**src/rtl/sic_ring_pkg.sv**
```systemverilog
// Shared types for the reconfigurable Johnson counter.
// Assumes: consumers import it before use.
package sic_ring_pkg;
    // Source chosen for the chain's serial input
    typedef enum logic [1:0] {
        FEED_ZERO   = 2'd0,
        FEED_LOOP   = 2'd1,
        FEED_INVERT = 2'd2
    } feed_sel_e;
endpackage

```
**src/rtl/sic_feed_mux.sv**
```systemverilog
// Chooses the serial input of the chain from the two mode pins.
// Assumes: last_bit is the current last stage; purely combinational.
module sic_feed_mux
    import sic_ring_pkg::*;
(
    input  logic      shift_mode,
    input  logic      rotate_sel,
    input  logic      last_bit,
    output feed_sel_e feed_sel,
    output logic      feed_bit
);
    // Decode the mode pins into a feed source
    always_comb begin
        if (!shift_mode)     feed_sel = FEED_INVERT;
        else if (rotate_sel) feed_sel = FEED_LOOP;
        else                 feed_sel = FEED_ZERO;
    end

    // Produce the bit for the selected source
    always_comb begin
        case (feed_sel)
            FEED_LOOP:   feed_bit = last_bit;
            FEED_INVERT: feed_bit = ~last_bit;
            default:     feed_bit = 1'b0;
        endcase
    end
endmodule

```
**src/rtl/sic_stage_chain.sv**
```systemverilog
// STAGES-long shift chain: stage 0 takes feed_bit, stage i takes stage i-1.
// Assumes: STAGES >= 2; synchronous active-low reset overrides the enable.
module sic_stage_chain #(
    parameter int STAGES = 8
) (
    input  logic              clk,
    input  logic              rst_n,
    input  logic              clk_en,
    input  logic              feed_bit,
    output logic [STAGES-1:0] state_q
);
    logic [STAGES-1:0] next_d;

    // Wire each stage to its upstream neighbour
    assign next_d[0] = feed_bit;
    for (genvar g = 1; g < STAGES; g++) begin : g_link
        assign next_d[g] = state_q[g-1];
    end

    // One flop per stage, cleared by reset, gated by the enable
    for (genvar g = 0; g < STAGES; g++) begin : g_stage
        always_ff @(posedge clk) begin
            if (!rst_n)      state_q[g] <= 1'b0;
            else if (clk_en) state_q[g] <= next_d[g];
        end
    end
endmodule

```
**src/rtl/sic_vec_counter.sv**
```systemverilog
// Index of count-mode steps, wrapping after 2*STAGES steps.
// Assumes: step is high only on enabled count-mode edges.
module sic_vec_counter #(
    parameter int STAGES = 8,
    parameter int IDX_W  = $clog2(2 * STAGES)
) (
    input  logic             clk,
    input  logic             rst_n,
    input  logic             step,
    output logic [IDX_W-1:0] idx_q
);
    localparam int               PERIOD   = 2 * STAGES;
    localparam logic [IDX_W-1:0] LAST_IDX = IDX_W'(PERIOD - 1);

    // Advance on each step and wrap at the Johnson period
    always_ff @(posedge clk) begin
        if (!rst_n)    idx_q <= '0;
        else if (step) idx_q <= (idx_q == LAST_IDX) ? '0 : idx_q + 1'b1;
    end
endmodule

```
**src/rtl/sic_ring_counter.sv**
```systemverilog
// Reconfigurable Johnson counter: zero fill, Johnson count or rotation,
// selected only through the serial input of one register chain.
// Assumes: STAGES >= 2; all controls synchronous to clk.
module sic_ring_counter
    import sic_ring_pkg::*;
#(
    parameter  int STAGES = 8,
    localparam int IDX_W  = $clog2(2 * STAGES)
) (
    input  logic              clk,
    input  logic              rst_n,
    input  logic              clk_en,
    input  logic              shift_mode,
    input  logic              rotate_sel,
    output logic [STAGES-1:0] state_q,
    output logic              serial_out,
    output logic [IDX_W-1:0]  vec_idx
);
    feed_sel_e feed_sel;
    logic      feed_bit;
    logic      count_step;

    sic_feed_mux u_feed (
        .shift_mode (shift_mode),
        .rotate_sel (rotate_sel),
        .last_bit   (state_q[STAGES-1]),
        .feed_sel   (feed_sel),
        .feed_bit   (feed_bit)
    );

    sic_stage_chain #(.STAGES(STAGES)) u_chain (
        .clk      (clk),
        .rst_n    (rst_n),
        .clk_en   (clk_en),
        .feed_bit (feed_bit),
        .state_q  (state_q)
    );

    // Index advances only on enabled edges whose feed is the inverted tap
    assign count_step = clk_en && (feed_sel == FEED_INVERT);

    sic_vec_counter #(.STAGES(STAGES), .IDX_W(IDX_W)) u_idx (
        .clk   (clk),
        .rst_n (rst_n),
        .step  (count_step),
        .idx_q (vec_idx)
    );

    // Serial tap is the last stage
    assign serial_out = state_q[STAGES-1];
endmodule

```
**config.mk**
```make
export PLATFORM = sky130hd
export DESIGN_NAME = sic_ring_counter
export DESIGN_NICKNAME = d
export VERILOG_FILES = /design/src/rtl/sic_ring_pkg.sv /design/src/rtl/sic_feed_mux.sv /design/src/rtl/sic_stage_chain.sv /design/src/rtl/sic_vec_counter.sv /design/src/rtl/sic_ring_counter.sv
export SDC_FILE = /design/constraint.sdc
export NUM_CORES = 1
export LEC_CHECK = 0
export ABC_AREA = 1
export BUFFER_PORTS_ARGS = -buffer_cell sky130_fd_sc_hd__clkbuf_2
export CORE_AREA = 2 2 39 41
export DETAILED_ROUTE_END_ITERATION = 7
export DIE_AREA = 0 0 41 43
export PLACE_DENSITY_LB_ADDON = 0.3
export SETUP_SLACK_MARGIN = 0.1
export SYNTH_ARGS = -nofsm -noshare
export SYNTH_HDL_FRONTEND = slang
export SYNTH_SLANG_ARGS = --single-unit
```
**constraint.sdc**
```tcl
create_clock -name clk -period 1 [get_ports clk]
set_input_delay 0.2 -clock clk [delete_from_list [all_inputs] [get_ports clk]]
set_output_delay 0.2 -clock clk [all_outputs]
set_load 0.03 [all_outputs]
```
==> results of run 1 <==
metrics by stage:
stage	TNS, ns	total power (W)	worst slack (ns)
after floorplan	0	0.000674	0.105
final	0	0.00121	0.0232
after detailed placement	0	0.000725	0.0468
after CTS	0	0.00120	0.000727
after global placement	0	0.000723	0.0729
after global routing	-0.00111	0.00127	-0.00111
state kept, by name (all words and copies together) (netlist names):
signal	count
u_idx.idx_q	4
u_chain.state_q	8
cells in the final DEF (no fill, tap or decap), types with 3 or more instances in the layout:
master                     count
sky130_fd_sc_hd__clkbuf_4      3
sky130_fd_sc_hd__clkbuf_2      4
sky130_fd_sc_hd__o21ai_0       7
sky130_fd_sc_hd__dfxtp_2       9
sky130_fd_sc_hd__buf_4         9
sky130_fd_sc_hd__inv_1         3
sky130_fd_sc_hd__buf_8        13
sky130_fd_sc_hd__nor2_1       17
sky130_fd_sc_hd__nand2_1       9
sky130_fd_sc_hd__dfxtp_4       3
metal layers:
metal	track usage	share of wire
met2	0.219	0.51
met4	0.0800	0.0051
met5	0	0
met1	0.174	0.43
met3	0.0471	0.058
worst max-delay path by stage:
stage                     slack, ns             end               start
after detailed placement       0.05  u_idx.idx_q[3]              clk_en
after CTS                    0.0007      vec_idx[0]      u_idx.idx_q[0]
after global placement         0.07  u_idx.idx_q[3]              clk_en
final                          0.02      serial_out  u_chain.state_q[7]
after floorplan                0.10  u_idx.idx_q[3]      u_idx.idx_q[0]
after global routing         -0.001  u_idx.idx_q[3]      u_idx.idx_q[0]
repair_timing:
| action | 4_1_cts | 5_1_grt |
|---|---|---|
| cloned | 0 | 0 |
| endpoints found under the setup margin | 13 | 17 |
| gates resized for setup | 33 | 16 |
| setup buffers | 9 | 1 |
| pin swaps | 0 | 2 |
tightest hold or removal path: stages:
cell and delay [ns]:
sky130_fd_sc_hd__clkbuf_2 0.08, sky130_fd_sc_hd__nand4_1 0.08, sky130_fd_sc_hd__nand3_1 0.06, sky130_fd_sc_hd__nand2_1 0.05
sky130_fd_sc_hd__inv_1 0.03
cell type report:
class | instances | share of cell area
repair buffers | 28 | 0.345
flip-flops and latches | 12 | 0.288
multi-input cells | 46 | 0.279
clock buffers | 4 | 0.0398
inverters | 5 | 0.0261
well taps | 16 | 0.0220
cell families after synthesis:
kind of cell,Yosys count
buf+inv,8
xor+xnor,1
simple gates,32
compound gates,12
flops,12
fa+ha+maj,1
where the power goes:
part | internal (W) | switching, W | total (W)
Combinational | 0.000149 | 0.000145 | 0.000293
Sequential | 0.000507 | 0.0000282 | 0.000535
Clock | 0.000221 | 0.000161 | 0.000382
Total | 0.000876 | 0.000333 | 0.00121
==> run_results.csv, run 1 <==
group,metric,value,unit
run_status,run_status,"completed",
place,hpwl,779,µm
timing,relative_slew_slack,0.855,
route,final_routed_wire_length_divided_by_cell_count,10.6,µm
timing,ratio_of_final_minimum_period_to_clock_period,0.977,
route,firstDrtPassIters,4,
yosys,post_synthesis_compound_gate_area_fraction,0.126,
worst_setup_path,worstReg2RegStart,"u_idx.idx_q[0]",
layout,regArea,263,µm²
pwr,max-vdd-ir-drop,0.703,mV
yosys,synthesis.nets,72,
clock_network,cts_num_sinks,12,
min_path,min_path_cells,5,
clock_network,clock_buffer_count_from_cts,3,
min_path,min-delay-start,"rotate_sel",
yosys,synth.avg_cell_area,7.96,µm²
timing,finalHoldViolCount,0,
global_routing,overflow,0,
timing,layout_min_cycle_time,0.977,ns
timing,rsz0062_at_grt,"true",
place,dpl_cell_area,638,µm²
route,route.final.wire_length,1180,µm
layout,postLayoutCellArea,911,µm²
timing,timing.clock.skew,0.00574,ns
route,vias,522,
clock_network,cts_tree,"done",
min_path,min-delay-path-class,"in -> reg",
worst_setup_path,timing.critical_path.to_type,"output port",
yosys,synthSimpleGateAreaFrac,0.286,
yosys,ys_top_cells_by_area,"sky130_fd_sc_hd__dfxtp_1 46%, sky130_fd_sc_hd__nor2_1 12%, sky130_fd_sc_hd__o21ai_0 7.6%",
worst_setup_path,worstPathMaxFanout,3,
yosys,yosys.cell_count.top_type,"sky130_fd_sc_hd__nor2_1",
global_routing,number_of_antenna_violations_at_the_first_check_in_global_routing,0,
floorplanning,design.die.area,0.00176,mm²
route,post_drt_via_cell_ratio,4.70,
run,max_cap_viol_count,0,
yosys,synth_seq_cells,12,
worst_setup_path,critical_path.n_buffers_inverters,1,
worst_setup_path,reg2reg_slack,0.04,ns
worst_setup_path,critPathTopFamily,"flip-flops",
layout,area_growth,73.3,%
yosys,synth_seq_area_share,0.457,
layout,n_antenna_cell,0,
layout,layout.core_utilization,0.658,
yosys,async_reset_ff_frac,0,
timing,setup_viol_count_final,0,
worst_setup_path,cpPeakStageDelay,0.38,ns
yosys,postSynthCellCount,66,
floorplanning,die_height,43,µm
route,drc_errors,0,
layout,finalNonFillerCells,111,
yosys,synth.largest_area_cell,"sky130_fd_sc_hd__dfxtp_1",
clock_network,cts_root_buffer,"sky130_fd_sc_hd__clkbuf_4",
timing,whs,0.269,ns
yosys,post_synth_fa_ha_maj_area_fraction,0.0238,
floorplanning,top_level_ports,18,
timing,max_freq,1020,MHz
worst_setup_path,worstPathCellList,"buf_8",
worst_setup_path,worst-r2r-cell-count,4,
clock_network,clk_latency,0.27,ns
layout,number_of_filler_cells_placed_in_the_layout,114,
yosys,ys_types,20,
worst_setup_path,critical_path_startpoint_category,"register",
yosys,synth.top_cell.area_share,0.457,
floorplanning,chipWidth,41,µm
layout,post_route_cells_drive_above_1_share,0.547,
clock_network,cts.clk_slew.worst_paths,0.08,ns
yosys,dominant_combinational_cell_family_by_area_after_synthesis,"simple AND/OR/NAND/NOR gates",
timing,report.final.slew_viol_count,0,
pwr,power.density_cell_area,1330,mW/mm²
yosys,synth.mux.area_fraction,0,
yosys,synth_warnings,0,
route,antenna_violating_nets_post_route,0,
clock_network,holdBufCountCts,0,
min_path,min_delay_worst_endpoint,"u_chain.state_q[0]",
yosys,mappedNetlistArea,526,µm²
worst_setup_path,worst_path_max_delay_cell,"sky130_fd_sc_hd__dfxtp_4",
worst_setup_path,worstSetupPathType,"reg -> out",
floorplanning,floorplan.core_area,0.00138,mm²
worst_setup_path,critPathRequiredTime,0.80,ns
worst_setup_path,critical_path_depth,1,
worst_setup_path,cp_data_arrival_time,0.78,ns
yosys,synth_ff_type,"sky130_fd_sc_hd__dfxtp_1",
place,post-place-cells,97,
place,port-buffer-count,17,
worst_setup_path,worst_r2r_endpoint,"u_idx.idx_q[1]",
route,first_drt_iteration_drcs,4,
global_routing,maximum_number_of_pins_on_one_net_before_global_route_repair,12,
layout,design.final.nets,102,
clock_network,cts.htree.levels,1,
pwr,cellLeakagePower,0.412,nW
global_routing,track_usage,0.146,
layout,multi_input_area,254,µm²
global_routing,global_route_wire_length_before_repair,1720,µm
yosys,ys_top_cells_by_count,"17 x sky130_fd_sc_hd__nor2_1, 12 x sky130_fd_sc_hd__dfxtp_1, 9 x sky130_fd_sc_hd__nand2_1",
floorplanning,row_count,14,
place,global_placement_routability_congestion,0.765,
floorplanning,start_util,0.380,
clock_network,cts_buffer_depth,2,
yosys,synth_xor_area_frac,0.0167,
timing,worst_slew_pin_slew,0.217,ns
yosys,synth-edff-count,0,
global_routing,via_count_of_the_first_global_routing_pass,442,
(Power assumes the default switching activity.)
==> inputs of run 2 (changes only) <==
- PLACE_DENSITY: not set -> 0.65
- PLACE_DENSITY_LB_ADDON: 0.3 -> not set
==> run_results.csv, run 2 (synthesis results as in run 1) <==
group,metric,value,unit
worst_setup_path,critical_path.startpoint,"u_idx.idx_q[0]",
layout,finalNonFillerCells,115,
worst_setup_path,worstPathCellList,"clkbuf_8",
global_routing,number_of_antenna_violations_at_the_first_check_in_global_routing,0,
layout,layout.core_utilization,0.679,
floorplanning,die_height,43,µm
global_routing,maximum_number_of_pins_on_one_net_before_global_route_repair,12,
clock_network,clock_buffer_count_from_cts,3,
floorplanning,start_util,0.380,
place,hpwl,796,µm
layout,n_antenna_cell,0,
worst_setup_path,critPathRequiredTime,0.80,ns
floorplanning,chipWidth,41,µm
route,vias,538,
worst_setup_path,critical_path_startpoint_category,"register",
route,post_drt_via_cell_ratio,4.68,
timing,setup_total_negative_slack,0,ns
timing,timing.clock.skew,0.000219,ns
clock_network,cts_buffer_depth,2,
place,dpl_cell_area,638,µm²
layout,regMostFlops,"u_chain.state_q",
clock_network,cts_tree,"done",
global_routing,global_route_wire_length_before_repair,1980,µm
min_path,min-delay-start,"rst_n",
layout,most-common-layout-cells,"17 x sky130_fd_sc_hd__nor2_1, 13 x sky130_fd_sc_hd__buf_4, 12 x sky130_fd_sc_hd__buf_8, 9 x sky130_fd_sc_hd__nand2_1, 9 x sky130_fd_sc_hd__dfxtp_2",
route,antenna_violating_nets_post_route,0,
route,route.final.wire_length,1240,µm
pwr,power.density_cell_area,1300,mW/mm²
layout,final_common_cell,"sky130_fd_sc_hd__nor2_1",
timing,worst_slew_pin_slew,0.211,ns
route,final_routed_wire_length_divided_by_cell_count,10.7,µm
worst_setup_path,worstSetupPathType,"reg -> out",
timing,relative_slew_slack,0.859,
clock_network,cts_num_sinks,12,
clock_network,cts_root_buffer,"sky130_fd_sc_hd__clkbuf_4",
worst_setup_path,worst_path_max_delay_cell,"sky130_fd_sc_hd__dfxtp_4",
clock_network,cts.htree.levels,1,
clock_network,clk_latency,0.27,ns
route,first_drt_iteration_drcs,4,
timing,layout_min_cycle_time,0.977,ns
layout,area_growth,78.8,%
layout,post_route_cells_drive_above_1_share,0.576,
global_routing,via_count_of_the_first_global_routing_pass,500,
floorplanning,top_level_ports,18,
timing,report.final.slew_viol_count,0,
pwr,max-vdd-ir-drop,1.11,mV
floorplanning,floorplan.core_area,0.00138,mm²
worst_setup_path,critPathTopFamily,"flip-flops",
timing,whs,0.254,ns
timing,finalHoldViolCount,0,
worst_setup_path,timing.critical_path.to_type,"output port",
route,drc_errors,0,
layout,largest_register_ff_count,8,
pwr,cellLeakagePower,0.441,nW
layout,postLayoutCellArea,940,µm²
timing,setup_viol_count_final,0,
place,post-place-cells,97,
clock_network,cts.clk_slew.worst_paths,0.07,ns
timing,rsz0062_at_grt,"true",
global_routing,track_usage,0.167,
timing,max_freq,1020,MHz
run,max_cap_viol_count,0,
worst_setup_path,worstPathMaxFanout,2,
global_routing,overflow,0,
run_status,run_status,"completed",
floorplanning,row_count,14,
worst_setup_path,critical_path.n_buffers_inverters,1,
timing,ratio_of_final_minimum_period_to_clock_period,0.977,
min_path,min-delay-path-class,"in -> reg",
place,port-buffer-count,17,
layout,largest_registers,"u_chain.state_q: 8 flops, u_idx.idx_q: 4 flops",
place,global_placement_routability_congestion,0.751,
route,firstDrtPassIters,4,
floorplanning,design.die.area,0.00176,mm²
worst_setup_path,worstReg2RegStart,"u_idx.idx_q[1]",
layout,design.final.nets,106,
worst_setup_path,cp_data_arrival_time,0.78,ns
worst_setup_path,cpPeakStageDelay,0.35,ns
run 2: cell types whose count changed in the layout (fill, tap and decap cells not counted), sizes merged:
| cell | delta |
|---|---|
| buf | +3 |
| clkbuf | +1 |
run 2: routing by layer:
metal	up-vias	GRT usage	routed length, µm
li1	278	-	-
met1	241	0.190	497
met2	14	0.259	634
met3	5	0.0471	69
met4	0	0.100	36
met5	-	0	0
run 2: layout make-up:
cell class | instances | area [µm²]
tap | 16 | 20.0
inverter | 5 | 23.8
multi-input combinational | 46 | 263
sequential | 12 | 263
fill | 108 | 444
clock buffer | 4 | 36.3
timing repair buffer | 32 | 334
run 2: final timing paths:
path,to,slack [ns],depth (start not counted)
hold / removal,u_idx.idx_q[1],0.25,3
hold reg to reg,u_idx.idx_q[2],0.61,3
setup / recovery,vec_idx[0],0.02,1
setup reg to reg,u_idx.idx_q[3],0.05,5
run 2: report_power, final:
part           switching, W  leakage (nW)  internal [W]
clock              0.000164        0.0210      0.000222
combinational      0.000149         0.316      0.000155
sequential        0.0000266         0.104      0.000507
run 2: timing repair:
| item | CTS | global route |
|---|---|---|
| hold endpoints to repair | 0 | 0 |
| setup buffers | 12 | 2 |
| pin swaps | 0 | 5 |
| resized for setup | 33 | 18 |
| hold buffers | 0 | 0 |
| setup endpoints to repair | 13 | 18 |
run 2: metrics by stage:
step                worst slack (ns)  total power [W]
CTS                          0.00478          0.00119
detailed placement            0.0774         0.000725
finish                        0.0233          0.00122
floorplan                      0.105         0.000674
global route                 0.00676          0.00127
global placement               0.103         0.000722
==> inputs of run 3 (changes only) <==
- CORE_AREA: 2 2 39 41 -> not set
- CORE_UTILIZATION: not set -> 30
- DIE_AREA: 0 0 41 43 -> not set
- PLACE_DENSITY: 0.65 -> not set
- clock period: 1 -> 0.8 ns (I/O delays scaled with it)
==> run_results.csv, run 3 (synthesis results as in run 1) <==
group,metric,value,unit
run_status,run_status,"complete, but fails checks",
run_status,failing_checks,"negative setup slack",
global_routing,via_count_of_the_first_global_routing_pass,510,
worst_setup_path,cp_data_arrival_time,0.79,ns
floorplanning,top_level_ports,18,
layout,number_of_filler_cells_placed_in_the_layout,128,
worst_setup_path,worstPathCellList,"buf_8",
worst_setup_path,worst-r2r-cell-count,5,
worst_setup_path,critPathRequiredTime,0.64,ns
layout,regArea,265,µm²
timing,layout_min_cycle_time,0.945,ns
route,vias,544,
layout,design.final.nets,107,
worst_setup_path,cpPeakStageDelay,0.39,ns
worst_setup_path,critPathTopFamily,"flip-flops",
worst_setup_path,critical_path_depth,1,
layout,layout.core_utilization,0.621,
clock_network,cts.htree.levels,1,
worst_setup_path,reg2reg_slack,-0.13,ns
timing,final_critical_path_setup_slack,-0.145,ns
worst_setup_path,critical_path_startpoint_category,"register",
layout,most-common-layout-cells,"16 x sky130_fd_sc_hd__nor2_1, 14 x sky130_fd_sc_hd__buf_4, 13 x sky130_fd_sc_hd__buf_8, 8 x sky130_fd_sc_hd__nand2_1, 8 x sky130_fd_sc_hd__dfxtp_2",
layout,largest_register_ff_count,8,
place,port-buffer-count,17,
timing,ratio_of_final_minimum_period_to_clock_period,1.18,
worst_setup_path,worstReg2RegStart,"u_idx.idx_q[0]",
timing,setup_viol_count_final,18,
min_path,min-delay-path-class,"in -> reg",
layout,finalNonFillerCells,116,
floorplanning,die_height,43.9,µm
layout,post_route_cells_drive_above_1_share,0.620,
clock_network,cts_root_buffer,"sky130_fd_sc_hd__clkbuf_4",
layout,multi_input_area,288,µm²
global_routing,track_usage,0.154,
worst_setup_path,worstPathMaxFanout,4,
floorplanning,chipWidth,43.9,µm
clock_network,cts_num_sinks,12,
floorplanning,row_count,14,
layout,largest_registers,"u_chain.state_q: 8 flops, u_idx.idx_q: 4 flops",
global_routing,number_of_antenna_violations_at_the_first_check_in_global_routing,0,
route,first_drt_iteration_drcs,8,
clock_network,cts_buffer_depth,2,
place,hpwl,808,µm
clock_network,cts.clk_slew.worst_paths,0.08,ns
timing,worst_slew_pin_slew,0.249,ns
timing,setup_total_negative_slack,-1.86,ns
timing,rsz0062_at_grt,"true",
place,global_placement_routability_congestion,0.698,
layout,regMostFlops,"u_chain.state_q",
layout,n_antenna_cell,0,
route,final_routed_wire_length_divided_by_cell_count,11.5,µm
run,max_cap_viol_count,0,
worst_setup_path,critical_path.startpoint,"u_idx.idx_q[0]",
clock_network,cts_tree,"done",
timing,max_freq,1060,MHz
clock_network,clock_buffer_count_from_cts,3,
timing,timing.clock.skew,0.00633,ns
global_routing,maximum_number_of_pins_on_one_net_before_global_route_repair,12,
route,antenna_violating_nets_post_route,0,
pwr,cellLeakagePower,0.447,nW
place,detailedPlace.worstSlack,-0.0750,ns
worst_setup_path,worst_path_max_delay_cell,"sky130_fd_sc_hd__dfxtp_4",
global_routing,overflow,0,
route,post_drt_via_cell_ratio,4.69,
timing,finalHoldViolCount,0,
floorplanning,floorplan.core_area,0.00158,mm²
layout,area_growth,86.2,%
layout,final_common_cell,"sky130_fd_sc_hd__nor2_1",
pwr,max-vdd-ir-drop,1.06,mV
global_routing,global_route_wire_length_before_repair,2180,µm
pwr,power.density_cell_area,1570,mW/mm²
route,drc_errors,0,
clock_network,clk_latency,0.27,ns
route,firstDrtPassIters,6,
worst_setup_path,worstSetupPathType,"reg -> out",
floorplanning,design.die.area,0.00192,mm²
worst_setup_path,critPathCapture,"vec_idx[0]",
timing,relative_slew_slack,0.834,
worst_setup_path,timing.critical_path.to_type,"output port",
route,route.final.wire_length,1340,µm
place,post-place-cells,102,
timing,report.final.slew_viol_count,0,
worst_setup_path,worst_r2r_endpoint,"u_idx.idx_q[3]",
worst_setup_path,critical_path.n_buffers_inverters,1,
floorplanning,start_util,0.333,
[run 3: what timing repair did]
action,in CTS,in global routing
hold buffers,0,0
gates cloned,0,0
gates resized for setup,30,21
pin swaps,2,7
buffers inserted,9,1
setup endpoints to repair,17,25
[run 3: layer usage]
metal	routed length, µm	track usage
met5	0	0
met4	15	0.0909
met3	47	0.0125
met2	673	0.242
met1	600	0.206
[run 3: how the worst min path moves through the flow]
stage | start | endpoint | slack, ns | cells past startpoint
finish | rotate_sel | u_chain.state_q[0] | 0.22 | 5
global route | rotate_sel | u_chain.state_q[0] | 0.23 | 5
CTS | rotate_sel | u_chain.state_q[0] | 0.21 | 5
detailed placement | u_chain.state_q[3] | u_chain.state_q[4] | 0.47 | 2
global placement | u_chain.state_q[5] | u_chain.state_q[6] | 0.47 | 2
floorplan | rst_n | u_idx.idx_q[0] | 0.28 | 2
[run 3: where the power goes]
| group | internal [W] | leakage [nW] | switching, W |
|---|---|---|---|
| registers | 0.000630 | 0.104 | 0.0000410 |
| clock network | 0.000277 | 0.0210 | 0.000204 |
| logic | 0.000199 | 0.321 | 0.000189 |
| total | 0.00111 | 0.447 | 0.000433 |
[run 3: area by class of cell]
class	instances	area share
Tap cell	16	0.0205
Timing Repair Buffer	33	0.350
Inverter	5	0.0269
Sequential cell	12	0.271
Clock buffer	4	0.0371
Multi-Input combinational cell	46	0.294
[run 3: per-stage QoR]
step	power [W]	hold WS, ns	cell area, µm²
global route	0.00162	0.228	978
detailed placement	0.000929	0.472	687
global placement	0.000927	0.466	687
finish	0.00154	0.219	978
CTS	0.00150	0.206	918
floorplan	0.000849	0.280	564
